==> src/rtl/pwr_seq_pkg.sv <==
package pwr_seq_pkg;

  typedef enum logic [2:0] {
    ST_IDLE,
    ST_CLAMP_ALL,
    ST_GHS_WAIT,
    ST_MCLAMP_OFF,
    ST_MEMHS_WAIT,
    ST_LCLAMP_WAIT,
    ST_RST_OFF,
    ST_DONE
  } seq_state_e;

  localparam int unsigned CTRL_W     = 8;
  localparam int unsigned B_LCLAMP   = 0;
  localparam int unsigned B_MCLAMP   = 1;
  localparam int unsigned B_L1RSTDIS = 2;
  localparam int unsigned B_MEMHS    = 3;
  localparam int unsigned B_CRST     = 4;
  localparam int unsigned B_PORST    = 5;
  localparam int unsigned B_CLKGATE  = 6;
  localparam int unsigned B_PWRUP    = 7;

  typedef struct packed {
    logic [CTRL_W-1:0] ctrl;
    logic              hs_en;
    logic              done;
  } seq_out_t;

  function automatic logic is_wait(seq_state_e s);
    return (s == ST_GHS_WAIT) || (s == ST_MEMHS_WAIT) || (s == ST_LCLAMP_WAIT);
  endfunction

  function automatic seq_out_t decode_state(seq_state_e s);
    seq_out_t o;
    o = '0;
    case (s)
      ST_CLAMP_ALL: begin
        o.ctrl[B_LCLAMP] = 1'b1;
        o.ctrl[B_MCLAMP] = 1'b1;
        o.ctrl[B_CRST]   = 1'b1;
        o.ctrl[B_PORST]  = 1'b1;
      end
      ST_GHS_WAIT: begin
        o.ctrl[B_LCLAMP] = 1'b1;
        o.ctrl[B_MCLAMP] = 1'b1;
        o.ctrl[B_CRST]   = 1'b1;
        o.ctrl[B_PORST]  = 1'b1;
        o.hs_en          = 1'b1;
      end
      ST_MCLAMP_OFF: begin
        o.ctrl[B_LCLAMP] = 1'b1;
        o.ctrl[B_CRST]   = 1'b1;
        o.ctrl[B_PORST]  = 1'b1;
        o.hs_en          = 1'b1;
      end
      ST_MEMHS_WAIT: begin
        o.ctrl[B_LCLAMP] = 1'b1;
        o.ctrl[B_MEMHS]  = 1'b1;
        o.ctrl[B_CRST]   = 1'b1;
        o.ctrl[B_PORST]  = 1'b1;
        o.hs_en          = 1'b1;
      end
      ST_LCLAMP_WAIT: begin
        o.ctrl[B_MEMHS]  = 1'b1;
        o.ctrl[B_CRST]   = 1'b1;
        o.ctrl[B_PORST]  = 1'b1;
        o.hs_en          = 1'b1;
      end
      ST_RST_OFF: begin
        o.ctrl[B_MEMHS]  = 1'b1;
        o.hs_en          = 1'b1;
      end
      ST_DONE: begin
        o.ctrl[B_MEMHS]  = 1'b1;
        o.ctrl[B_PWRUP]  = 1'b1;
        o.hs_en          = 1'b1;
        o.done           = 1'b1;
      end
      default: o = '0;
    endcase
    // Bits that this sequence never drives stay low in every step.
    o.ctrl[B_L1RSTDIS] = 1'b0;
    o.ctrl[B_CLKGATE]  = 1'b0;
    return o;
  endfunction

endpackage

==> src/rtl/pwr_wait_timer.sv <==
module pwr_wait_timer #(
  parameter int unsigned WAIT_CYC = 500,
  localparam int unsigned CNT_W   = (WAIT_CYC < 2) ? 1 : $clog2(WAIT_CYC)
) (
  input  logic clk,
  input  logic rst_n,
  input  logic load_i,
  output logic expired_o
);

  localparam logic [CNT_W-1:0] LOAD_VAL = CNT_W'(WAIT_CYC - 1);

  logic [CNT_W-1:0] cnt_q;
  logic [CNT_W-1:0] cnt_d;
  logic             cnt_en;

  always_comb begin
    cnt_d  = cnt_q;
    cnt_en = 1'b0;
    if (load_i) begin
      cnt_d  = LOAD_VAL;
      cnt_en = 1'b1;
    end else if (cnt_q != '0) begin
      cnt_d  = cnt_q - 1'b1;
      cnt_en = 1'b1;
    end
  end

  always_ff @(posedge clk or negedge rst_n) begin
    if (!rst_n) begin
      cnt_q <= '0;
    end else if (cnt_en) begin
      cnt_q <= cnt_d;
    end
  end

  assign expired_o = (cnt_q == '0);

endmodule

==> src/rtl/pwr_seq_ctrl.sv <==
module pwr_seq_ctrl
  import pwr_seq_pkg::*;
(
  input  logic       clk,
  input  logic       rst_n,
  input  logic       start_i,
  input  logic       expired_i,
  output seq_state_e state_q,
  output seq_state_e state_d,
  output logic       load_o
);

  logic state_en;

  always_comb begin
    state_d = state_q;
    case (state_q)
      ST_IDLE, ST_DONE: if (start_i) state_d = ST_CLAMP_ALL;
      ST_CLAMP_ALL:     state_d = ST_GHS_WAIT;
      ST_GHS_WAIT:      if (expired_i) state_d = ST_MCLAMP_OFF;
      ST_MCLAMP_OFF:    state_d = ST_MEMHS_WAIT;
      ST_MEMHS_WAIT:    if (expired_i) state_d = ST_LCLAMP_WAIT;
      ST_LCLAMP_WAIT:   if (expired_i) state_d = ST_RST_OFF;
      ST_RST_OFF:       state_d = ST_DONE;
      default:          state_d = ST_IDLE;
    endcase
  end

  assign state_en = (state_d != state_q);
  assign load_o   = state_en && is_wait(state_d);

  always_ff @(posedge clk or negedge rst_n) begin
    if (!rst_n) begin
      state_q <= ST_IDLE;
    end else if (state_en) begin
      state_q <= state_d;
    end
  end

endmodule

==> src/rtl/pwr_out_stage.sv <==
module pwr_out_stage
  import pwr_seq_pkg::*;
(
  input  logic              clk,
  input  logic              rst_n,
  input  logic              upd_i,
  input  seq_out_t          nxt_i,
  output logic [CTRL_W-1:0] ctrl_o,
  output logic              hs_en_o,
  output logic              done_o
);

  for (genvar b = 0; b < CTRL_W; b++) begin : g_ctrl_bit
    logic bit_q;
    always_ff @(posedge clk or negedge rst_n) begin
      if (!rst_n) begin
        bit_q <= 1'b0;
      end else if (upd_i) begin
        bit_q <= nxt_i.ctrl[b];
      end
    end
    assign ctrl_o[b] = bit_q;
  end

  always_ff @(posedge clk or negedge rst_n) begin
    if (!rst_n) begin
      hs_en_o <= 1'b0;
      done_o  <= 1'b0;
    end else if (upd_i) begin
      hs_en_o <= nxt_i.hs_en;
      done_o  <= nxt_i.done;
    end
  end

endmodule

==> src/rtl/core_pwrup_seq.sv <==
module core_pwrup_seq
  import pwr_seq_pkg::*;
#(
  parameter int unsigned CYC_PER_US = 250,
  parameter int unsigned WAIT_US    = 2,
  parameter int unsigned HS_CNT_W   = 8,
  parameter int unsigned HS_COUNT   = 16
) (
  input  logic                clk,
  input  logic                rst_n,
  input  logic                start_i,
  output logic [7:0]          ctrl_o,
  output logic                hs_en_o,
  output logic [HS_CNT_W-1:0] hs_cnt_o,
  output logic                done_o
);

  localparam int unsigned WAIT_CYC = CYC_PER_US * WAIT_US;
  localparam logic [HS_CNT_W-1:0] HS_VAL = HS_CNT_W'(HS_COUNT);

  seq_state_e state_q;
  seq_state_e state_d;
  logic       load;
  logic       expired;
  seq_out_t   nxt_out;

  pwr_seq_ctrl u_ctrl (
    .clk       (clk),
    .rst_n     (rst_n),
    .start_i   (start_i),
    .expired_i (expired),
    .state_q   (state_q),
    .state_d   (state_d),
    .load_o    (load)
  );

  pwr_wait_timer #(.WAIT_CYC(WAIT_CYC)) u_timer (
    .clk       (clk),
    .rst_n     (rst_n),
    .load_i    (load),
    .expired_o (expired)
  );

  assign nxt_out = decode_state(state_d);

  pwr_out_stage u_out (
    .clk     (clk),
    .rst_n   (rst_n),
    .upd_i   (state_d != state_q),
    .nxt_i   (nxt_out),
    .ctrl_o  (ctrl_o),
    .hs_en_o (hs_en_o),
    .done_o  (done_o)
  );

  assign hs_cnt_o = hs_en_o ? HS_VAL : '0;

endmodule

==> config.mk <==
export PLATFORM = sky130hd
export DESIGN_NAME = core_pwrup_seq
export DESIGN_NICKNAME = d
export VERILOG_FILES = /design/src/rtl/pwr_seq_pkg.sv /design/src/rtl/pwr_wait_timer.sv /design/src/rtl/pwr_seq_ctrl.sv /design/src/rtl/pwr_out_stage.sv /design/src/rtl/core_pwrup_seq.sv
export SDC_FILE = /design/constraint.sdc
export NUM_CORES = 1
export LEC_CHECK = 0
export ABC_AREA = 1
export BUFFER_PORTS_ARGS = -buffer_cell sky130_fd_sc_hd__buf_2
export CAP_MARGIN = 30
export CORE_MARGIN = 2
export CORE_UTILIZATION = 62
export CTS_BUF_LIST = sky130_fd_sc_hd__clkbuf_2 sky130_fd_sc_hd__clkbuf_4 sky130_fd_sc_hd__clkbuf_8
export CTS_CLUSTER_DIAMETER = 80
export DETAILED_ROUTE_END_ITERATION = 16
export PLACE_DENSITY = 0.86
export SLEW_MARGIN = 30
export SYNTH_ARGS = -nofsm -noshare
export SYNTH_HDL_FRONTEND = slang
export SYNTH_SLANG_ARGS = --single-unit
==> constraint.sdc <==
create_clock -name clk -period 2.4 [get_ports clk]
set_input_delay 0.24 -clock clk [delete_from_list [all_inputs] [get_ports clk]]
set_output_delay 0.24 -clock clk [all_outputs]
set_load 0.05 [all_outputs]
### After elaboration in Yosys (flattened, before gate mapping)

Cells that the tools add are included.

| word-level totals | value |
|---|---|
| register bits | 19 |
| bits of input ports | 3 |

| operators by class | value |
|---|---|
| $add $sub $neg | 1 |
| mux-type cells | 16 |
| reduce and logical (&&, ||, !) cells | 14 |
| eq/ne operators | 15 |

Operators with widths:

| kind | number |
|---|---|
| $eq 3x3->1 const B | 8 |
| $pmux 3 s7 | 1 |
| $mux 9 | 2 |
| $eq 3x2->1 const B | 4 |
| $mux 3 | 4 |
| $logic_not 9->1 | 1 |
| $reduce_bool 9->1 | 1 |
| $sub 9x1->9 const B | 1 |
| $reduce_or 4->1 | 2 |
| $mux 1 | 7 |
| $eq 3x1->1 const B | 2 |
| $reduce_or 6->1 | 1 |
| $mux 5 | 1 |
| $reduce_or 5->1 | 1 |
| $reduce_or 2->1 | 2 |
| $logic_not 3->1 | 1 |
| $ne 3x3->1 | 1 |
| $logic_or 1x1->1 | 2 |
| $mux 2 | 1 |
| $reduce_and 2->1 | 1 |
| $reduce_bool 2->1 | 1 |
| $logic_and 1x1->1 | 1 |

### Longest topological paths before layout

| depth | value |
|---|---|
| depth after elaboration | 9 |
| mapped depth | 14 |

### Hierarchy

A second synthesis with hierarchy kept.

| second synthesis, totals | value |
|---|---|
| cell total of the unflattened synthesis | 192 |
| area total of the unflattened synthesis | 1373.8 um2 |

By module, submodules not included:

| module | seq. area each (um2) | area each (um2) | cells each | times used |
|---|---|---|---|---|
| pwr_wait_timer | 225.2 | 518.0 | 70 | 1 |
| pwr_out_stage | 250.2 | 437.9 | 50 | 1 |
| pwr_seq_ctrl | 75.1 | 255.2 | 40 | 1 |
| core_pwrup_seq | 0.0 | 162.7 | 32 | 1 |

### Least setup slack after synthesis

Ideal clock, no wire load.

| timing path | value |
|---|---|
| path type | reg-to-reg |
| start | register u_timer.cnt_q[0] |
| end | register u_out.done_o |
| stages on the path, launching flop included | 14 |
| path slack | 0.800 ns |
| required time | 2.281 ns |
| library setup time | 0.119 ns |
| data arrival time | 1.481 ns |
| path buffers | 0 |
| period minus slack after synthesis | 1.600 ns |
| cells stage by stage | dfrtp_1 inv_1 ha_1 nand2_1 nor2_2 nand2_2 o21ai_2 nand2_2 nor2_2 nor2_4 nand2_8 inv_4 nand2_1 nand2_1 |

| between the ends | value |
|---|---|
| word-level cells in the longest chain between the ends | 5 |
| elaborated cells on any way between the ends | 8 |
| classes of those cells | 2 x eq/ne; 5 x mux; 1 x reduce/logical |

Ends and longest elaborated chain:

| element | RTL line | RTL |
|---|---|---|
| start: declaration | pwr_wait_timer.sv:13 | `logic [CNT_W-1:0] cnt_q;` |
| start signal: assignment | pwr_wait_timer.sv:33 | `cnt_q <= cnt_d;` |
| $logic_not 9->1 (*) | pwr_wait_timer.sv:37 | `assign expired_o = (cnt_q == '0);` |
| $mux 3 (on tied branches) | pwr_seq_ctrl.sv:23, pwr_seq_ctrl.sv:20, pwr_seq_ctrl.sv:22 |  |
| $pmux 3 s7 (*) | pwr_seq_ctrl.sv:17 | `case (state_q)` |
| $eq 3x3->1 | pwr_seq_pkg.sv:37 | `case (s)` |
| $mux 1 | pwr_seq_pkg.sv:37 |  |
| end signal: assignment | pwr_out_stage.sv:31 | `done_o <= nxt_i.done;` |
| end: declaration | pwr_out_stage.sv:10 | `output logic done_o` |

Every way passes the cells marked *; elsewhere a longest branch is shown, timed or not.
A chain may end at the register's enable or synchronous reset.

### Worst setup path after layout

| timing path | value |
|---|---|
| start | register u_timer.cnt_q[0] |
| end | register u_out.g_ctrl_bit[0].bit_q |

| between the ends | value |
|---|---|
| word-level cells in the longest chain between the ends | 6 |
| elaborated cells on any way between the ends | 12 |
| classes of those cells | 5 x eq/ne; 5 x mux; 2 x reduce/logical |

Ends and longest elaborated chain:

| element | RTL line | RTL |
|---|---|---|
| $logic_not 9->1 (*) | pwr_wait_timer.sv:37 |  |
| $mux 3 (on tied branches) | pwr_seq_ctrl.sv:23, pwr_seq_ctrl.sv:20, pwr_seq_ctrl.sv:22 |  |
| $pmux 3 s7 (*) | pwr_seq_ctrl.sv:17 |  |
| $eq 3x2->1, or another cell as far along | pwr_seq_pkg.sv:37 |  |
| $reduce_or 4->1 (no line) | n/a |  |
| $mux 1 | pwr_seq_pkg.sv:37 |  |
| end signal: assignment | pwr_out_stage.sv:19 | `bit_q <= nxt_i.ctrl[b];` |
| end: declaration | pwr_out_stage.sv:14 | `logic bit_q;` |

Marks and branches as above.

==> results.toml <==
[routing]
first_pass_iters = 4
vias = 962
wl_per_cell_um = 11.2
wl_um = 2210
drt_iter0_drc = 9
drt.antenna.violating_nets = 0
route.detailed.drc = 0
vias_per_cell = 4.88

[setup_path]
worstPathArrival_ns = 2.11
critical_path.startpoint = "u_timer.cnt_q[0]"
worst_setup_path_start_kind = "flop"
rr_worst_depth = 13
end_kind = "flop"
r2r_end = "u_out.g_ctrl_bit[0].bit_q"
required_ns = 2.59
worst-path-max-fanout = 13
regToRegSetupSlack_ns = 0.48
path_class = "reg -> reg"
timing.rr.start = "u_timer.cnt_q[0]"

[yosys]
synthArstFlopShare_pct = 100
syn_inst = 164
ys_ff_latch = 18
mappedNetlistArea_um2 = 1300
synth-main-ff-cell = "dfrtp_1"
yosysSeqAreaShare_pct = 34.7
yosys_warnings = 0
synth_edf_count = 0
yosysUniqueCellTypes = 28
avgSynthCellArea_um2 = 7.90

[cts]
clock_sinks = 18
cts_tree = "yes"
cts_buffer_depth = 2
ctsHoldBuffers = 1
clkTransAtPathRegs_ns = 0.10
clock_latency_ns = 0.29
cts_setup_buffers = 0
post_cts_resized = 0
cts_root_buf = "clkbuf_4"
numCtsBuffers = 3
htree_levels = 1

[final_layout]
fillers = 184
final_util_pct = 67.2
antenna_cells_inserted = 0
fin_area_um2 = 1320
multi_input_area_um2 = 641
drive_gt1_share_pct = 27.6
nNetsFinal = 176
area.sequential_um2 = 450
area_delta_synth_final_pct = 1.74

[sta]
whs_ns = 0.396
fin_setup_tns_ns = 0
max_freq_mhz = 520
fin_crit_sh_pct = 80.1
finalCriticalPeriod_ns = 1.92
tightest_slew_ns = 0.502
rsz0062_at_grt = "false"
hold_viol = 0
slew_violations = 0
setup_violations = 0
finalClockSkew_ns = 0.00246
max-slew-margin-rel_pct = 66.3

[placement]
dp_hpwl_um = 1830
dpl_cell_area_um2 = 1270
io_buffer_count = 11
gp_congestion = 0.857

[global_route]
grt_overflow = 0
antenna_found_initial = 0
groute.usage.overall_pct = 21.8
grt_max_degree = 19
grt_pass1_vias = 994
grt_pass1_wl_um = 4130

[worst_hold_path]
hold_path.class = "in -> async"

[status]
status = "finished, final reports clean"

[job]
max_cap_viol_count = 0

[floorplan]
core_um2 = 1960
dieWidth_um = 49.7
fp-row-count = 16
die_area_um2 = 2470
initial_core_util_pct = 66.1
ios = 21
die_h_um = 49.7
critical path, cell delays in order (launching register included):
cell and delay [ns]:
dfrtp_1 0.41, inv_1 0.10, ha_1 0.15, nand2_1 0.06, nor2_2 0.11, nand2_2 0.19, o21ai_2 0.25, nand2_2 0.11
nor2_2 0.14, nor2_4 0.07, nand2_8 0.09, inv_4 0.05, nand2_1 0.05, nand2_1 0.05
metrics by stage:
| step | setup WS [ns] | std cells |
|---|---|---|
| final | 0.477 | 197 |
| after global routing | 0.269 | 197 |
| after CTS | 0.456 | 197 |
| after detailed placement | 0.473 | 192 |
| after global placement | 0.577 | 192 |
| after floorplan | 0.800 | 172 |
registers in the layout, summed over array words and instances (netlist names):
register,count
u_out.done_o,1
u_out.hs_en_o,1
u_out.g_ctrl_bit.bit_q,4
u_ctrl.state_q,3
u_timer.cnt_q,9
final cells by class:
cell class                      instances  share of cell area, %
Timing Repair Buffer                   12                   4.93
Sequential cell                        18                   34.2
Multi-Input combinational cell        112                   48.6
Inverter                               24                   7.02
Clock buffer                            4                   2.75
Tap cell                               27                   2.56
cell usage in the layout, fill, tap and decap left out, types with 2 or more instances in the layout:
cell / Yosys / routed
conb_1: 1 / 9
nand2_1: 40 / 40
nand2_2: 8 / 8
nand2_4: 2 / 2
ha_1: 2 / 2
nand3_2: 4 / 4
xor2_1: 5 / 5
nand3_4: 2 / 2
clkbuf_4: 0 / 3
inv_1: 18 / 18
o21ai_2: 3 / 3
o21ai_0: 2 / 2
nor2_1: 10 / 10
inv_2: 5 / 5
nor3_1: 3 / 3
buf_2: 0 / 11
nor2_2: 4 / 4
nand3_1: 7 / 7
dfrtp_1: 18 / 18
a21oi_1: 4 / 4
Yosys cell counts, types with 3 or more instances:
cell type | n | share of area [%]
dfrtp_1 | 18 | 35
buf_4 | 16 | 9.3
a21oi_1 | 4 | 1.5
o21ai_2 | 3 | 2.0
nand2_2 | 8 | 3.9
inv_2 | 5 | 1.4
xor2_1 | 5 | 3.4
nor2_2 | 4 | 1.9
nand2_1 | 40 | 12
nand3_1 | 7 | 2.7
nand3_2 | 4 | 3.1
nor2_1 | 10 | 2.9
inv_1 | 18 | 5.2
nor3_1 | 3 | 1.2
cells by family (layout without fill, tap and decap cells):
| family | after synthesis | after routing | share of synthesized area, % |
|---|---|---|---|
| AND/OR/NAND/NOR | 85 | 85 | 35.7 |
| adder cells (fa/ha/maj) | 2 | 2 | 1.93 |
| AO/OA/AOI/OAI | 11 | 11 | 5.79 |
| XOR/XNOR | 5 | 5 | 3.38 |
| buffers and inverters | 42 | 40 | 18.1 |
| other | 1 | 9 | 0.289 |
| flip-flops | 18 | 18 | 34.7 |
worst max-delay path by stage:
stage,to,slack (ns)
after CTS,u_out.g_ctrl_bit[3].bit_q,0.46
after floorplan,u_out.done_o,0.80
after global routing,u_out.g_ctrl_bit[3].bit_q,0.27
after global placement,u_out.g_ctrl_bit[0].bit_q,0.58
after detailed placement,u_out.g_ctrl_bit[3].bit_q,0.47
final,u_out.g_ctrl_bit[0].bit_q,0.48
metal layers:
| layer | vias to the layer above | global-route usage [%] | routed length (um) |
|---|---|---|---|
| met5 | - | 0 | 0 |
| met4 | 0 | 5.56 | 25 |
| met3 | 4 | 4.55 | 61 |
| met2 | 13 | 40.4 | 1220 |
| met1 | 452 | 25.2 | 897 |
| li1 | 493 | - | - |
Power is not shown: default switching activity piles up to over one toggle a cycle in this logic, so the estimate is an artifact.
